--- src/rtl/rng_pkg.sv ---
package rng_pkg;
  localparam int WORD_W  = 32;
  localparam int WORDS   = 4;
  localparam int BLK_W   = WORD_W * WORDS;
  localparam int KEY_W   = 2 * WORD_W;
  localparam logic [KEY_W-1:0]  DEF_SEED = 64'd67280421310721;
  localparam logic [WORD_W-1:0] MUL_A  = 32'hD2511F53;
  localparam logic [WORD_W-1:0] MUL_B  = 32'hCD9E8D57;
  localparam logic [WORD_W-1:0] BUMP_0 = 32'h9E3779B9;
  localparam logic [WORD_W-1:0] BUMP_1 = 32'hBB67AE85;

  typedef enum logic [1:0] {ST_FILL, ST_RUN, ST_OUT} st_t;

  function automatic logic [KEY_W-1:0] key_bump(input logic [KEY_W-1:0] k);
    return {k[KEY_W-1:WORD_W] + BUMP_1, k[WORD_W-1:0] + BUMP_0};
  endfunction
endpackage

--- src/rtl/rng_round.sv ---
module rng_round
  import rng_pkg::*;
(
  input  logic [BLK_W-1:0] x_i,
  input  logic [KEY_W-1:0] k_i,
  output logic [BLK_W-1:0] y_o
);
  logic [2*WORD_W-1:0] p0, p1;
  logic [WORD_W-1:0] c [WORDS];

  for (genvar i = 0; i < WORDS; i++) begin : g_split
    assign c[i] = x_i[i*WORD_W +: WORD_W];
  end

  assign p0 = {{WORD_W{1'b0}}, MUL_A} * {{WORD_W{1'b0}}, c[0]};
  assign p1 = {{WORD_W{1'b0}}, MUL_B} * {{WORD_W{1'b0}}, c[2]};

  assign y_o = {p0[WORD_W-1:0],
                p0[2*WORD_W-1:WORD_W] ^ c[3] ^ k_i[KEY_W-1:WORD_W],
                p1[WORD_W-1:0],
                p1[2*WORD_W-1:WORD_W] ^ c[1] ^ k_i[WORD_W-1:0]};
endmodule

--- src/rtl/rng_ctr.sv ---
module rng_ctr
  import rng_pkg::*;
(
  input  logic               clk_i,
  input  logic               rst_ni,
  input  logic               load_i,
  input  logic [KEY_W-1:0]   subseq_i,
  input  logic [KEY_W-1:0]   skip_i,
  input  logic               step_i,
  output logic [BLK_W-1:0]   ctr_o
);
  localparam int HALF = BLK_W / 2;
  logic [BLK_W-1:0] ctr_q;

  function automatic logic [BLK_W-1:0] add_lo(input logic [BLK_W-1:0] c,
                                              input logic [HALF-1:0] a);
    return c + {{(BLK_W-HALF){1'b0}}, a};
  endfunction

  always_ff @(posedge clk_i or negedge rst_ni) begin
    if (!rst_ni)     ctr_q <= '0;
    else if (load_i) ctr_q <= add_lo({subseq_i, {HALF{1'b0}}}, skip_i);
    else if (step_i) ctr_q <= add_lo(ctr_q, HALF'(1));
  end

  assign ctr_o = ctr_q;

  AST_CTR_HI_HOLD: assert property (@(posedge clk_i) disable iff (!rst_ni)
    (step_i && !load_i && ctr_q[HALF-1:0] != {HALF{1'b1}}) |=>
      ctr_q[BLK_W-1:HALF] == $past(ctr_q[BLK_W-1:HALF]));
endmodule

--- src/rtl/rng_obuf.sv ---
module rng_obuf
  import rng_pkg::*;
(
  input  logic               clk_i,
  input  logic               rst_ni,
  input  logic               clr_i,
  input  logic               wr_i,
  input  logic [BLK_W-1:0]   blk_i,
  input  logic               adv_i,
  output logic [WORD_W-1:0]  word_o,
  output logic               last_o
);
  localparam int IDX_W = $clog2(WORDS);
  logic [BLK_W-1:0] blk_q;
  logic [IDX_W-1:0] idx_q;

  always_ff @(posedge clk_i or negedge rst_ni) begin
    if (!rst_ni) begin
      blk_q <= '0;
      idx_q <= '0;
    end else if (clr_i) begin
      idx_q <= '0;
    end else if (wr_i) begin
      blk_q <= blk_i;
      idx_q <= '0;
    end else if (adv_i) begin
      idx_q <= idx_q + 1'b1;
    end
  end

  assign word_o = blk_q[idx_q*WORD_W +: WORD_W];
  assign last_o = (idx_q == IDX_W'(WORDS-1));

  AST_IDX_RESTART: assert property (@(posedge clk_i) disable iff (!rst_ni)
    (wr_i || clr_i) |=> !last_o);
endmodule

--- src/rtl/ctr_mix_rng.sv ---
module ctr_mix_rng
  import rng_pkg::*;
#(
  parameter int RND_W = 5
) (
  input  logic              clk_i,
  input  logic              rst_ni,
  input  logic              load_i,
  input  logic [63:0]       seed_i,
  input  logic [63:0]       subseq_i,
  input  logic [63:0]       skip_i,
  input  logic [RND_W-1:0]  rounds_i,
  input  logic              ready_i,
  output logic              valid_o,
  output logic [31:0]       word_o,
  output logic              busy_o
);
  st_t              st_q;
  logic [KEY_W-1:0] key_q, kr_q;
  logic [BLK_W-1:0] x_q, y, ctr;
  logic [RND_W-1:0] rnd_q, nr_q;
  logic             last_rnd, done, fire, last_word;

  assign last_rnd = (rnd_q == nr_q - 1'b1);
  assign done     = (st_q == ST_RUN) && last_rnd && !load_i;
  assign valid_o  = (st_q == ST_OUT) && !load_i;
  assign busy_o   = (st_q != ST_OUT);
  assign fire     = valid_o && ready_i;

  rng_round u_round (.x_i(x_q), .k_i(kr_q), .y_o(y));

  rng_ctr u_ctr (
    .clk_i, .rst_ni, .load_i, .subseq_i, .skip_i,
    .step_i(done), .ctr_o(ctr)
  );

  rng_obuf u_obuf (
    .clk_i, .rst_ni, .clr_i(load_i), .wr_i(done), .blk_i(y),
    .adv_i(fire), .word_o, .last_o(last_word)
  );

  always_ff @(posedge clk_i or negedge rst_ni) begin
    if (!rst_ni) begin
      st_q  <= ST_FILL;
      key_q <= DEF_SEED;
      kr_q  <= '0;
      x_q   <= '0;
      rnd_q <= '0;
      nr_q  <= RND_W'(1);
    end else if (load_i) begin
      st_q  <= ST_FILL;
      key_q <= seed_i;
    end else begin
      unique case (st_q)
        ST_FILL: begin
          x_q   <= ctr;
          kr_q  <= key_q;
          rnd_q <= '0;
          nr_q  <= (rounds_i == '0) ? RND_W'(1) : rounds_i;
          st_q  <= ST_RUN;
        end
        ST_RUN: begin
          if (last_rnd) begin
            st_q <= ST_OUT;
          end else begin
            x_q   <= y;
            kr_q  <= key_bump(kr_q);
            rnd_q <= rnd_q + 1'b1;
          end
        end
        ST_OUT:  if (fire && last_word) st_q <= ST_FILL;
        default: st_q <= ST_FILL;
      endcase
    end
  end

  AST_VALID_IDLE: assert property (@(posedge clk_i) disable iff (!rst_ni)
    valid_o |-> !busy_o);
  AST_KEY_HOLD: assert property (@(posedge clk_i) disable iff (!rst_ni)
    !load_i |=> $stable(key_q));
  AST_REFILL: assert property (@(posedge clk_i) disable iff (!rst_ni)
    (fire && last_word && !load_i) |=> busy_o);
  AST_WORD_HOLD: assert property (@(posedge clk_i) disable iff (!rst_ni)
    (valid_o && !ready_i) |=> $stable(word_o));
  AST_LOAD_MUTE: assert property (@(posedge clk_i) disable iff (!rst_ni)
    load_i |-> !valid_o);
endmodule

--- config.mk ---
export PLATFORM = sky130hd
export DESIGN_NAME = ctr_mix_rng
export DESIGN_NICKNAME = d
export VERILOG_FILES = /design/src/rtl/rng_pkg.sv /design/src/rtl/rng_round.sv /design/src/rtl/rng_ctr.sv /design/src/rtl/rng_obuf.sv /design/src/rtl/ctr_mix_rng.sv
export SDC_FILE = /design/constraint.sdc
export NUM_CORES = 2
export LEC_CHECK = 0
export CAP_MARGIN = 20
export CORE_ASPECT_RATIO = 0.8
export CORE_MARGIN = 2
export CORE_UTILIZATION = 52
export CTS_BUF_LIST = sky130_fd_sc_hd__clkbuf_4
export DETAILED_ROUTE_END_ITERATION = 6
export PLACE_DENSITY = 0.67
export SYNTH_ARGS = -nofsm -noshare
export SYNTH_HDL_FRONTEND = slang
export SYNTH_SLANG_ARGS = --single-unit
--- constraint.sdc ---
create_clock -name clk_i -period 8.2 [get_ports clk_i]
set_clock_uncertainty 0.1 [all_clocks]
set_input_delay 1.64 -clock clk_i [delete_from_list [all_inputs] [get_ports clk_i]]
set_output_delay 1.64 -clock clk_i [all_outputs]
set_load 0.02 [all_outputs]
==> qor.csv <==
metric,value,unit
status,"complete, no violations",
io_pins,235,
via_per_inst,5.93,
place_congestion,1.07,
critPathTopFamily,adder cells,
grt-ovfl-total,0,
cts.clk_slew.worst_paths,0.07,ns
root_buffer,clkbuf_4,
hold_viol,0,
fin_crit,8.11,ns
die_w,391,um
cap_violations,0,
maxSlewViolCount,0,
final_cell_mix,"inv_1, ha_1, fa_1, nand2_1, dfrtp_1",
die_y,314,um
critPathSlowestCell,fa_1,
wirelength,250,mm
num_rows,113,
postSynthAreaPerCell,9.72,um2
synth_warnings,0,
synth-seq-cells,526,
synth.distinct_cells,95,
rsz0062_at_grt,yes,
r2r-start,x_q[85],
holdCritPathClass,input port to asynchronous set/reset pin,
grtUsageTotal,0.414,
crit_start,x_q[85],
core_area,119000,um2
cpPeakStageDelay,0.57,ns
synthTopCellsByArea,"fa_1, dfrtp_1, ha_1, inv_1, nand2_1",
async_flop_share,1.00,
slew_headroom,0.222,
layout_commonest_cell,inv_1,
synth_edf_count,0,
grt_pass1_vias,50100,
placed_cell_area,68100,um2
end_kind,register,
design_area,70500,um2
cts_inserted_buffers,151,
synth_cells,6409,
rrSetupSlack,0.09,ns
dp_hpwl,214,mm
drtPass1Iterations,6,
drtAntennaViolNets,0,
clk_latency,1.17,ns
htreeDepth,4,
start_util,0.524,
r2r_cells,24,
num_vias,50900,
startpoint_type,register,
arrival,9.04,ns
critPathBufInv,5,
crit_chain,fa_1 > fa_1 > ha_1 > inv_1 > fa_1 > fa_1 > inv_1 > fa_1 > fa_1 > inv_1 > fa_1 > inv_1 > ha_1 > a21o_2 > a31o_2 > a221oi_1 > nand4_2 > buf_4 > o31ai_4 > o21ai_4 > a41oi_1 > xor2_1 > o22ai_1 > o21ai_0,
worstPathRequired,9.13,ns
nets,8713,
tightest_slew,1.16,ns
grt_pass1_wl,359,mm
area_growth,13.2,%
stdcell_count,8577,
fin_crit_sh,0.989,
grt_max_degree,146,
drc,0,
cts_buffer_depth,3,
setup_viol,0,
drt_iter0_markers,6526,
synth_area_leader_cell,fa_1,
synthFlopType,dfrtp_1,
crit_top_cell,fa_1,
worstSetupPathType,register to register,
drive_above_1_share,0.119,
worstPathMaxFanout,6,
antenna_found_initial,15,
die_area,123000,um2
cts.sinks,526,
avgRoutedWirePerCell,29.2,um
cts_tree,done,
synthesis.nets,8223,
fmax,123,MHz
synth_top_area_frac,0.259,
dpl.cell_count,8286,
synthesis.area,62300,um2
fillers,10500,
r2r_end,x_q[22],
ys_seq_area_frac,0.212,
portBuffers,234,
-- synthesized netlist by cell type (all sizes together), types with 32 or more instances --
cell and number:
a21o 88, a21oi 220, a31oi 47, and3 52, clkbuf 204, dfrtp 504, fa 805, ha 808
inv 1178, mux2 70, mux4 32, nand2 686, nand3 108, nand4 67, nor2 222, nor3 64
o21ai 387, o221ai 36, o22ai 55, xnor2 266, xor2 126
-- state kept, by name (all words and copies together), names as in the netlist --
register and flops:
kr_q 64, st_q 2, rnd_q 5, x_q 128, nr_q 5, u_obuf.idx_q 2, key_q 64, u_ctr.ctr_o 128
u_obuf.blk_q 128
-- metrics by stage --
stage / TNS, ns / hold slack (ns) / worst slack [ns] / utilization
2_1_floorplan: 0 / 0.338 / 0.749 / -
3_3_place_gp: -1.64 / 0.353 / -0.517 / 0.573
3_5_place_dp: -1.48 / 0.358 / -0.475 / 0.573
4_1_cts: 0 / 0.277 / 0.0343 / 0.591
5_1_grt: -0.0361 / 0.353 / -0.0228 / 0.593
6_report: 0 / 0.348 / 0.0888 / 0.593
-- cell type report --
type                            count  area (um2)  area share
Clock inverter                     57         368     0.00522
Tap cell                         1552        1940      0.0276
Antenna cell                        9        22.5    0.000320
Inverter                         1178        4430      0.0629
Sequential cell                   526       13200       0.187
Clock buffer                      213        1600      0.0227
Multi-Input combinational cell   4469       43900       0.623
Timing Repair Buffer              573        5000      0.0710
-- per-layer routing --
metal / routed length, um / GRT usage / vias to the layer above
met5: 85 / 0 / -
li1: - / - / 21900
met3: 41200 / 0.215 / 338
met4: 6960 / 0.106 / 12
met1: 112000 / 0.630 / 25400
met2: 90300 / 0.502 / 3136
-- worst max path at each step --
stage                                  end  slack, ns  cells after the start
after floorplan                    x_q[90]       0.75                     25
after detailed placement           x_q[19]      -0.47                     23
final                              x_q[22]       0.09                     24
after global routing               x_q[22]      -0.02                     24
after global placement             x_q[19]      -0.52                     23
after CTS                 u_obuf.blk_q[86]       0.03                     26
-- what timing repair did --
| action | 4_1_cts | 5_1_grt |
|---|---|---|
| pin swaps | 4 | 10 |
| endpoints found under the setup margin | 11 | 65 |
| gates resized for setup | 10 | 58 |
| setup buffers | 3 | 7 |
| hold buffers | 0 | 0 |
-- worst reg2reg max path, delay by kind of cell, from the launching register on --
kind | cells | cell delay [ns]
simple gates | 1 | 0.25
xor+xnor | 1 | 0.43
buf+inv | 5 | 0.56
flops | 1 | 0.48
compound gates | 8 | 2.07
fa+ha+maj | 9 | 4.08
-- logic make-up after synthesis --
logic type,after synthesis,synth area share
fa+ha+maj,1613,0.421
buf+inv,1414,0.0881
simple gates,1317,0.0948
compound gates,1034,0.103
flops,526,0.212
xor+xnor,393,0.0555
mux,112,0.0258
Power is left out: the tool's default activity adds up to more than one toggle a clock period on the data nets, which glitch-free logic cannot reach.
